### src/rtl/lkc_pkg.sv
package lkc_pkg;
  localparam int KEY_W  = 72;
  localparam int KBIT_W = $clog2(KEY_W + 1);
  localparam logic [15:0] ET_VLAN = 16'h8100;
  localparam logic [15:0] ET_IPV4 = 16'h0800;

  typedef enum logic [3:0] {
    DB_DIRECT = 4'h0,
    DB_TUNNEL = 4'h1,
    DB_VLAN0  = 4'h2,
    DB_MULTI  = 4'h3,
    DB_LEGACY = 4'h4
  } db_e;

  typedef enum logic [1:0] {
    ST_OK      = 2'b00,
    ST_UNCLASS = 2'b01,
    ST_ERR     = 2'b10
  } st_e;

  typedef struct packed {
    logic [7:0]  port;
    logic [47:0] sa;
    logic [15:0] w12;
    logic [15:0] w14;
    logic [15:0] w16;
    logic [15:0] w18;
    logic [7:0]  proto;
    logic [31:0] ipsa;
    logic [15:0] tmli;
  } cap_t;
endpackage

### src/rtl/lkc_capture.sv
module lkc_capture
  import lkc_pkg::*;
#(
  parameter int CNT_W = 8
) (
  input  logic             clk,
  input  logic             rst_n,
  input  logic             beat,
  input  logic             in_sof,
  input  logic             in_eof,
  input  logic [7:0]       in_data,
  input  logic [7:0]       in_port,
  output cap_t             cap,
  output logic [CNT_W-1:0] len,
  output logic             done
);
  localparam logic [CNT_W-1:0] CNT_MAX = '1;
  localparam logic [CNT_W-1:0] O6  = CNT_W'(6);
  localparam logic [CNT_W-1:0] O11 = CNT_W'(11);
  localparam logic [CNT_W-1:0] O12 = CNT_W'(12);
  localparam logic [CNT_W-1:0] O13 = CNT_W'(13);
  localparam logic [CNT_W-1:0] O14 = CNT_W'(14);
  localparam logic [CNT_W-1:0] O15 = CNT_W'(15);
  localparam logic [CNT_W-1:0] O16 = CNT_W'(16);
  localparam logic [CNT_W-1:0] O17 = CNT_W'(17);
  localparam logic [CNT_W-1:0] O18 = CNT_W'(18);
  localparam logic [CNT_W-1:0] O19 = CNT_W'(19);
  localparam logic [CNT_W-1:0] O23 = CNT_W'(23);
  localparam logic [CNT_W-1:0] O26 = CNT_W'(26);
  localparam logic [CNT_W-1:0] O29 = CNT_W'(29);

  logic [CNT_W-1:0] cnt_q, cnt_d, off, tm_pos, len_q, len_d;
  cap_t             cap_q, cap_d;
  logic             done_q, done_d;

  always_comb begin
    off    = in_sof ? '0 : cnt_q;
    tm_pos = O14 + CNT_W'({cap_q.w14[11:8], 2'b00});
    cap_d  = cap_q;
    cnt_d  = cnt_q;
    len_d  = len_q;
    done_d = 1'b0;
    if (beat) begin
      cnt_d = (off == CNT_MAX) ? off : off + 1'b1;
      if (in_sof) cap_d.port = in_port;
      if (off >= O6 && off <= O11)   cap_d.sa    = {cap_q.sa[39:0], in_data};
      if (off == O12 || off == O13)  cap_d.w12   = {cap_q.w12[7:0], in_data};
      if (off == O14 || off == O15)  cap_d.w14   = {cap_q.w14[7:0], in_data};
      if (off == O16 || off == O17)  cap_d.w16   = {cap_q.w16[7:0], in_data};
      if (off == O18 || off == O19)  cap_d.w18   = {cap_q.w18[7:0], in_data};
      if (off == O23)                cap_d.proto = in_data;
      if (off >= O26 && off <= O29)  cap_d.ipsa  = {cap_q.ipsa[23:0], in_data};
      if (off == tm_pos || off == tm_pos + 1'b1)
        cap_d.tmli = {cap_q.tmli[7:0], in_data};
      if (in_eof) begin
        done_d = 1'b1;
        len_d  = cnt_d;
      end
    end
  end

  always_ff @(posedge clk or negedge rst_n) begin
    if (!rst_n) begin
      cnt_q  <= '0;
      len_q  <= '0;
      cap_q  <= '0;
      done_q <= 1'b0;
    end else begin
      cnt_q  <= cnt_d;
      len_q  <= len_d;
      cap_q  <= cap_d;
      done_q <= done_d;
    end
  end

  assign cap  = cap_q;
  assign len  = len_q;
  assign done = done_q;
endmodule

### src/rtl/lkc_decide.sv
module lkc_decide
  import lkc_pkg::*;
#(
  parameter int CNT_W = 8
) (
  input  logic [CNT_W-1:0] len,
  input  logic [15:0]      sub_etype,
  input  logic [7:0]       sub_proto,
  input  logic [15:0]      w12,
  input  logic [11:0]      w14_lo,
  input  logic [15:0]      w16,
  input  logic [7:0]       proto,
  output st_e              status,
  output db_e              db
);
  localparam logic [CNT_W-1:0] L14 = CNT_W'(14);
  localparam logic [CNT_W-1:0] L16 = CNT_W'(16);
  localparam logic [CNT_W-1:0] L18 = CNT_W'(18);
  localparam logic [CNT_W-1:0] L20 = CNT_W'(20);
  localparam logic [CNT_W-1:0] L24 = CNT_W'(24);

  logic [3:0]       ihl;
  logic [CNT_W-1:0] tun_need;

  always_comb begin
    ihl      = w14_lo[11:8];
    tun_need = L16 + CNT_W'({ihl, 2'b00});
    status   = ST_UNCLASS;
    db       = DB_DIRECT;
    if (len < L14) begin
      status = ST_ERR;
    end else if (w12 == ET_VLAN) begin
      if (len < L18) begin
        status = ST_ERR;
      end else if (w16 == sub_etype) begin
        if (len < L20) begin
          status = ST_ERR;
        end else begin
          status = ST_OK;
          db     = (w14_lo == 12'h000) ? DB_VLAN0 : DB_MULTI;
        end
      end else if (w16 == ET_IPV4) begin
        status = ST_OK;
        db     = DB_LEGACY;
      end
    end else if (w12 == sub_etype) begin
      if (len < L16) begin
        status = ST_ERR;
      end else begin
        status = ST_OK;
        db     = DB_DIRECT;
      end
    end else if (w12 == ET_IPV4) begin
      if (len < L24) begin
        status = ST_ERR;
      end else if (proto != sub_proto) begin
        status = ST_OK;
        db     = DB_LEGACY;
      end else if (ihl < 4'd5 || len < tun_need) begin
        status = ST_ERR;
      end else begin
        status = ST_OK;
        db     = DB_TUNNEL;
      end
    end
  end
endmodule

### src/rtl/lkc_keypack.sv
module lkc_keypack
  import lkc_pkg::*;
(
  input  st_e               status,
  input  db_e               db,
  input  logic [7:0]        port,
  input  logic [47:0]       sa,
  input  logic [15:0]       w14,
  input  logic [15:0]       w18,
  input  logic [31:0]       ipsa,
  input  logic [15:0]       tmli,
  output logic [KEY_W-1:0]  key,
  output logic [KBIT_W-1:0] key_bits,
  output logic [3:0]        db_code
);
  localparam logic [KBIT_W-1:0] NARROW = KBIT_W'(24);
  localparam logic [KBIT_W-1:0] WIDE   = KBIT_W'(KEY_W);

  always_comb begin
    key      = '0;
    key_bits = '0;
    db_code  = 4'h0;
    if (status == ST_OK) begin
      db_code = db;
      unique case (db)
        DB_DIRECT: begin key = {port, w14, 48'h0};          key_bits = NARROW; end
        DB_VLAN0:  begin key = {port, w18, 48'h0};          key_bits = NARROW; end
        DB_MULTI:  begin key = {port, sa, w18};             key_bits = WIDE;   end
        DB_TUNNEL: begin key = {port, ET_IPV4, ipsa, tmli}; key_bits = WIDE;   end
        DB_LEGACY: begin key = {port, ET_IPV4, 48'h0};      key_bits = NARROW; end
        default:   begin key = '0;                          key_bits = '0;     end
      endcase
    end
  end
endmodule

### src/rtl/lkc_classifier.sv
module lkc_classifier
  import lkc_pkg::*;
#(
  parameter int CNT_W = 8
) (
  input  logic                     clk,
  input  logic                     rst_n,
  input  logic [15:0]              cfg_sub_etype,
  input  logic [7:0]               cfg_sub_proto,
  input  logic                     in_valid,
  output logic                     in_ready,
  input  logic                     in_sof,
  input  logic                     in_eof,
  input  logic [7:0]               in_data,
  input  logic [7:0]               in_port,
  output logic                     out_valid,
  input  logic                     out_ready,
  output logic [lkc_pkg::KEY_W-1:0]  out_key,
  output logic [lkc_pkg::KBIT_W-1:0] out_key_bits,
  output logic [3:0]               out_db,
  output logic [1:0]               out_status
);
  logic [1:0]        rs_q;
  logic              srst_n;
  logic              beat, done;
  cap_t              cap;
  logic [CNT_W-1:0]  len;
  st_e               dec_st;
  db_e               dec_db;
  logic [KEY_W-1:0]  pk_key;
  logic [KBIT_W-1:0] pk_bits;
  logic [3:0]        pk_db;

  logic              vld_q, vld_d;
  logic [KEY_W-1:0]  key_q, key_d;
  logic [KBIT_W-1:0] bits_q, bits_d;
  logic [3:0]        db_q, db_d;
  logic [1:0]        st_q, st_d;

  always_ff @(posedge clk or negedge rst_n) begin
    if (!rst_n) rs_q <= 2'b00;
    else        rs_q <= {rs_q[0], 1'b1};
  end
  assign srst_n = rs_q[1];

  assign in_ready = srst_n & ~vld_q & ~done;
  assign beat     = in_valid & in_ready;

  lkc_capture #(.CNT_W(CNT_W)) u_capture (
    .clk(clk), .rst_n(srst_n), .beat(beat), .in_sof(in_sof), .in_eof(in_eof),
    .in_data(in_data), .in_port(in_port), .cap(cap), .len(len), .done(done)
  );

  lkc_decide #(.CNT_W(CNT_W)) u_decide (
    .len(len), .sub_etype(cfg_sub_etype), .sub_proto(cfg_sub_proto),
    .w12(cap.w12), .w14_lo(cap.w14[11:0]), .w16(cap.w16), .proto(cap.proto),
    .status(dec_st), .db(dec_db)
  );

  lkc_keypack u_keypack (
    .status(dec_st), .db(dec_db), .port(cap.port), .sa(cap.sa), .w14(cap.w14),
    .w18(cap.w18), .ipsa(cap.ipsa), .tmli(cap.tmli),
    .key(pk_key), .key_bits(pk_bits), .db_code(pk_db)
  );

  always_comb begin
    vld_d  = vld_q;
    key_d  = key_q;
    bits_d = bits_q;
    db_d   = db_q;
    st_d   = st_q;
    if (vld_q && out_ready) vld_d = 1'b0;
    if (done) begin
      vld_d  = 1'b1;
      key_d  = pk_key;
      bits_d = pk_bits;
      db_d   = pk_db;
      st_d   = dec_st;
    end
  end

  always_ff @(posedge clk or negedge srst_n) begin
    if (!srst_n) begin
      vld_q  <= 1'b0;
      key_q  <= '0;
      bits_q <= '0;
      db_q   <= '0;
      st_q   <= '0;
    end else begin
      vld_q  <= vld_d;
      key_q  <= key_d;
      bits_q <= bits_d;
      db_q   <= db_d;
      st_q   <= st_d;
    end
  end

  assign out_valid    = vld_q;
  assign out_key      = key_q;
  assign out_key_bits = bits_q;
  assign out_db       = db_q;
  assign out_status   = st_q;
endmodule

### config.mk
export PLATFORM = sky130hd
export DESIGN_NAME = lkc_classifier
export DESIGN_NICKNAME = d
export VERILOG_FILES = /design/src/rtl/lkc_pkg.sv /design/src/rtl/lkc_capture.sv /design/src/rtl/lkc_decide.sv /design/src/rtl/lkc_keypack.sv /design/src/rtl/lkc_classifier.sv
export SDC_FILE = /design/constraint.sdc
export NUM_CORES = 1
export LEC_CHECK = 0
export BUFFER_PORTS_ARGS = -buffer_cell sky130_fd_sc_hd__buf_2
export CAP_MARGIN = 20
export CORE_ASPECT_RATIO = 1.4
export CORE_MARGIN = 5
export CORE_UTILIZATION = 30
export CTS_CLUSTER_DIAMETER = 100
export DETAILED_ROUTE_END_ITERATION = 16
export GPL_TIMING_DRIVEN = 0
export HOLD_SLACK_MARGIN = 0.08
export PLACE_DENSITY = 0.48
export SYNTH_ARGS = -nofsm -noshare
export SYNTH_HDL_FRONTEND = slang
export SYNTH_HIERARCHICAL = 1
export SYNTH_SLANG_ARGS = --single-unit
### constraint.sdc
create_clock -name clk -period 24.7 [get_ports clk]
set_input_delay 3.705 -clock clk [delete_from_list [all_inputs] [get_ports clk]]
set_output_delay 3.705 -clock clk [all_outputs]
set_load 0.005 [all_outputs]
==> results of run 1 <==
[final cells by class]
class	instances	area, um2
clock inverter	20	262.8
fill	4361	28130
clock buffer	36	813.3
buffer	63	407.9
sequential	280	7010
multi-input combinational	658	5809
timing repair buffer	135	765.7
tap	558	698.2
inverter	15	56.30
[worst reg2reg max path, delay by kind of cell (launching register included)]
family | cells | cell delay, ns
AOI/OAI and AO/OA | 1 | 0.67
muxes | 1 | 0.37
and+or+nand+nor | 5 | 1.11
DFF | 1 | 0.89
buffers and inverters | 3 | 0.95
[through the flow]
stage,worst slack (ns),cells,hold slack (ns),util,cell area [um2]
finish,18.08,1765,0.3516,0.3600,15820
global route,17.79,1765,0.3574,0.3600,15820
CTS,18.02,1765,0.3552,0.3600,15820
detailed placement,17.42,1709,0.3405,0.3356,14750
global placement,10.44,1705,0.3371,0.3330,14630
floorplan,13.71,1016,0.3312,-,13280
[routing by layer]
layer	routed length [um]	global-route usage	part of all wire
met1	15580	0.1872	0.43
met2	18650	0.2627	0.51
met3	1004	0.01859	0.028
met4	1000	0.04549	0.028
met5	0	0	0
[worst paths after layout]
path,to,cells after the start
worst max-delay path,out_key[21],12
worst min-delay path,rs_q[1],0
worst max register to register,u_capture/cap[44],10
worst min register to register,rs_q[1],0
max in group asynchronous,rs_q[1],1
min in group asynchronous,u_capture/cap[52],0
[flip-flops by register name (all words and copies together) (netlist names)]
register / flops
u_capture/cnt_q: 8
u_capture/cap: 176
out_status: 2
u_capture/done: 1
out_db: 4
u_capture/len: 7
out_key: 72
rs_q: 2
out_valid: 1
out_key_bits: 7
[layout by cell type (no fill, tap or decap), types with 8 or more instances in the layout]
cell type	count
ha_1	13
nor2_1	82
o21ai_0	11
clkbuf_1	13
buf_4	14
mux2_2	238
a22oi_1	63
nand2_1	19
nor3_1	8
buf_6	12
buf_2	154
nor4_1	17
clkinv_2	10
xor2_1	43
inv_1	15
clkbuf_16	30
nor2b_1	9
and2_1	14
dfrtp_1	279
a21oi_1	10
mux2_4	39
[power by group]
part           switching [W]  total, W  internal [W]  leakage [nW]
registers          0.0000204  0.000502      0.000482          3.84
clock network       0.000202  0.000490      0.000289         0.531
logic              0.0000576  0.000102     0.0000441          3.38
total               0.000280   0.00109      0.000815          7.75
==> results.toml, run 1 <==
[critical_path]
startpoint_type = "input port"
r2r-start = "rs_q[1]"
slowest_stage = "nor3b_2"
worst_setup_path_end_kind = "register"
worstPathMaxFanout = 10
critPathBufInv = 3
max_stage_delay_ns = 0.57
critical_path.top_delay_family = "simple AND/OR/NAND/NOR gates"
required_ns = 25.21
reg2reg_setup_slack_ns = 20.62
worstPathArrival_ns = 7.13
path_cells = "buf_2 -> xor2_1 -> nor4_1 -> nand4_1 -> nor3b_2 -> o2bb2ai_1 -> buf_4 -> nor4b_2 -> clkbuf_1 -> a22oi_1 -> nor2_1 -> mux2_2"
worstSetupPathType = "input port to register"
startpoint = "cfg_sub_etype[6]"

[clock_tree]
post-cts-setup-buffer-count = 0
cts-htree-levels = 1
cts_resized = 0
clk_pin_slew_ns = 0.07
cts_tree = "yes"
cts_buffer_depth = 3
insertion_delay_ns = 0.59
cts_buffers = 30
cts_hold_buf = 0
cts_root_buf = "clkbuf_16"
clock-sinks = 280

[layout]
nets = 1242
drive_gt1_frac = 0.4374
diodes = 0
area_growth_syn_to_layout_pct = 19.25

[place]
port_buffers = 131
globalplace.congestion = 0.8227
dp_hpwl_um = 26550

[global_routing]
grt_first_pass_wirelength_um = 56310
grt_overflow = 0
grt_pass1_vias = 9098
grt_max_degree = 66
track_usage = 0.1476
antenna_found_initial = 0

[sta]
setup_violations = 0
fin_crit_sh = 0.2679
slew_viol_final = 0
clock_skew_ns = 0.02275
max-slew-margin-rel = 0.3930
rsz0062_at_grt = "false"
setup-tns-final_ns = 0
finalHoldViolations = 0
fmax_ghz = 0.1511
max_slew.worst_pin.slew_ns = 0.9022
min_period_ns = 6.617

[route]
first_pass_iters = 5
drt-vias-per-instance = 4.838
routed_wl_um = 36230
wl_per_cell_um = 20.53
drtAntennaViolNets = 0
vias = 8539
drc = 0
drt_iter0_markers = 400

[floorplan]
die_w_um = 187.7
num_io_pins = 133
fp.dieH_um = 258.8
core_um2 = 43950
initial_core_util = 0.3019
rows = 91
die-area_um2 = 48600

[power]
power_w = 0.001094
powerDensity_nw_per_um2 = 69.15
power.leakage_nw = 7.752
ir_drop_uv = 48.73

[min_path]
hold_start = "rs_q[0]"
hp-class = "register to register"

[status]
status = "completed"

[logic_synthesis]
synth_warnings = 6
syn_area_per_cell_um2 = 13.10
syn_area_um2 = 13270
syn_inst = 1013

[job]
cap_violations = 0
No activity file was read; power rests on OpenSTA's default activity.
==> run 2, diff against run 1 <==
--- a/config.mk
+++ b/config.mk
@@ -14,7 +14,7 @@
 export DETAILED_ROUTE_END_ITERATION = 16
 export GPL_TIMING_DRIVEN = 0
 export HOLD_SLACK_MARGIN = 0.08
-export PLACE_DENSITY = 0.48
+export PLACE_DENSITY = 0.5
 export SYNTH_ARGS = -nofsm -noshare
 export SYNTH_HDL_FRONTEND = slang
 export SYNTH_HIERARCHICAL = 1
==> constraint.sdc (replaced) <==
create_clock -name clk -period 5.7 [get_ports clk]
set_input_delay 0.855 -clock clk [delete_from_list [all_inputs] [get_ports clk]]
set_output_delay 0.855 -clock clk [all_outputs]
set_load 0.005 [all_outputs]
==> results.toml, run 2 (synthesis results as in run 1) <==
[status]
status = "completed"

[clock_tree]
cts_root_buf = "clkbuf_16"
cts_buffers = 30
cts_hold_buf = 1
cts_tree = "yes"
insertion_delay_ns = 0.58
cts-htree-levels = 1
post-cts-setup-buffer-count = 0
clock-sinks = 280
clk_pin_slew_ns = 0.07
cts_resized = 0
cts_buffer_depth = 3

[route]
wl_per_cell_um = 20.43
drt_iter0_markers = 387
routed_wl_um = 36090
vias = 8474
drc = 0
drt-vias-per-instance = 4.796
first_pass_iters = 4
drtAntennaViolNets = 0

[global_routing]
track_usage = 0.1471
antenna_found_initial = 0
grt_first_pass_wirelength_um = 56400
grt_pass1_vias = 9332
grt_overflow = 0
grt_max_degree = 69

[critical_path]
critical_path.top_delay_family = "simple AND/OR/NAND/NOR gates"
critPathBufInv = 3
worstSetupPathType = "register to register"
worst_setup_path_end_kind = "register"
startpoint_type = "register"
max_stage_delay_ns = 0.56
slowest_stage = "nor3b_2"
required_ns = 6.17
path_cells = "nor4_1 -> nand4_1 -> or3_4 -> nor3b_2 -> o2bb2ai_1 -> buf_4 -> o21ai_1 -> nand3b_1 -> buf_4 -> clkbuf_1 -> nor2_1 -> mux2_2"
worstPathMaxFanout = 10
critical_path.most_common_cell = "buf_4"
worstPathArrival_ns = 4.55

[sta]
max_slew.worst_pin.slew_ns = 0.8922
setup_violations = 0
clock_skew_ns = 0.01509
min_period_ns = 4.078
slew_viol_final = 0
rsz0062_at_grt = "false"
max-slew-margin-rel = 0.3997
finalHoldViolations = 0
fin_crit_sh = 0.7155
fmax_ghz = 0.2452

[layout]
area_growth_syn_to_layout_pct = 18.67
nets = 1244
fillers = 4410
final_cell_mix = "dfrtp_1 (279), mux2_2 (238), buf_2 (154)"
postLayoutCoreUtil = 0.3583
largest_reg_flops = 176
layout_commonest_cell = "dfrtp_1"
drive_gt1_frac = 0.4367
diodes = 0

[power]
power.leakage_nw = 7.720
power_w = 0.004552
powerDensity_nw_per_um2 = 289.1
ir_drop_uv = 214.0

[place]
port_buffers = 131
globalplace.congestion = 0.8406
dp_hpwl_um = 26830

[floorplan]
initial_core_util = 0.3019
num_io_pins = 133
die_w_um = 187.7
core_um2 = 43950
fp.dieH_um = 258.8
die-area_um2 = 48600
rows = 91

[job]
cap_violations = 0

[min_path]
hp-class = "register to async pin"
-- run 2: final timing paths --
kind | end | slack (ns) | startpoint | depth (start not counted)
setup / recovery | out_key[31] | 1.62 | u_capture/cap[111] | 12
hold / removal | u_capture/cap[52] | 0.30 | rs_q[1] | 0
setup reg to reg | out_key[31] | 1.62 | u_capture/cap[111] | 12
hold reg to reg | u_capture/cap[52] | 0.30 | rs_q[1] | 0
max in group asynchronous | out_key[44] | 3.74 | rs_q[1] | 4
min in group clk | rs_q[1] | 0.35 | rs_q[0] | 0
-- run 2: final cells by class --
cell class                      instances  area [um2]  area share
Clock inverter                         18       145.1    0.009217
Sequential cell                       280        7010      0.4452
Tap cell                              558       698.2     0.04434
Multi-Input combinational cell        658        5809      0.3689
Timing Repair Buffer                  137       788.3     0.05006
Buffer                                 63       407.9     0.02590
Clock buffer                           38       830.8     0.05276
Inverter                               15       56.30    0.003576
-- run 2: where the power goes --
group	leakage, nW	switching (W)	internal [W]
combinational	3.39	0.000250	0.000192
sequential	3.84	0.0000854	0.00209
clock	0.488	0.000851	0.00108
-- run 2: worst register-to-register path: stages, from the launching register on --
cell and delay, ns:
dfrtp_1 0.43, nor4_1 0.38, nand4_1 0.22, or3_4 0.43, nor3b_2 0.57, o2bb2ai_1 0.28
buf_4 0.23, o21ai_1 0.08, nand3b_1 0.21, buf_4 0.26, clkbuf_1 0.44, nor2_1 0.17
mux2_2 0.29
-- run 2: routing by layer --
layer | vias to the layer above | GRT usage | share of wire
li1 | 3989 | - | -
met1 | 4297 | 0.1788 | 0.42
met2 | 134 | 0.2669 | 0.52
met3 | 54 | 0.01886 | 0.030
met4 | 0 | 0.05304 | 0.034
met5 | - | 0 | 0
-- run 2: stage by stage --
| stage | area (um2) | setup TNS (ns) | hold WS, ns | cells | worst slack, ns |
|---|---|---|---|---|---|
| after floorplan | 13280 | 0 | 0.3312 | 1016 | 1.015 |
| after global placement | 14640 | -22.66 | 0.3372 | 1705 | -0.4009 |
| after detailed placement | 14760 | 0 | 0.3322 | 1710 | 1.252 |
| after CTS | 15750 | 0 | 0.3375 | 1767 | 1.587 |
| after global routing | 15750 | 0 | 0.3563 | 1767 | 1.448 |
| final | 15750 | 0 | 0.3028 | 1767 | 1.622 |
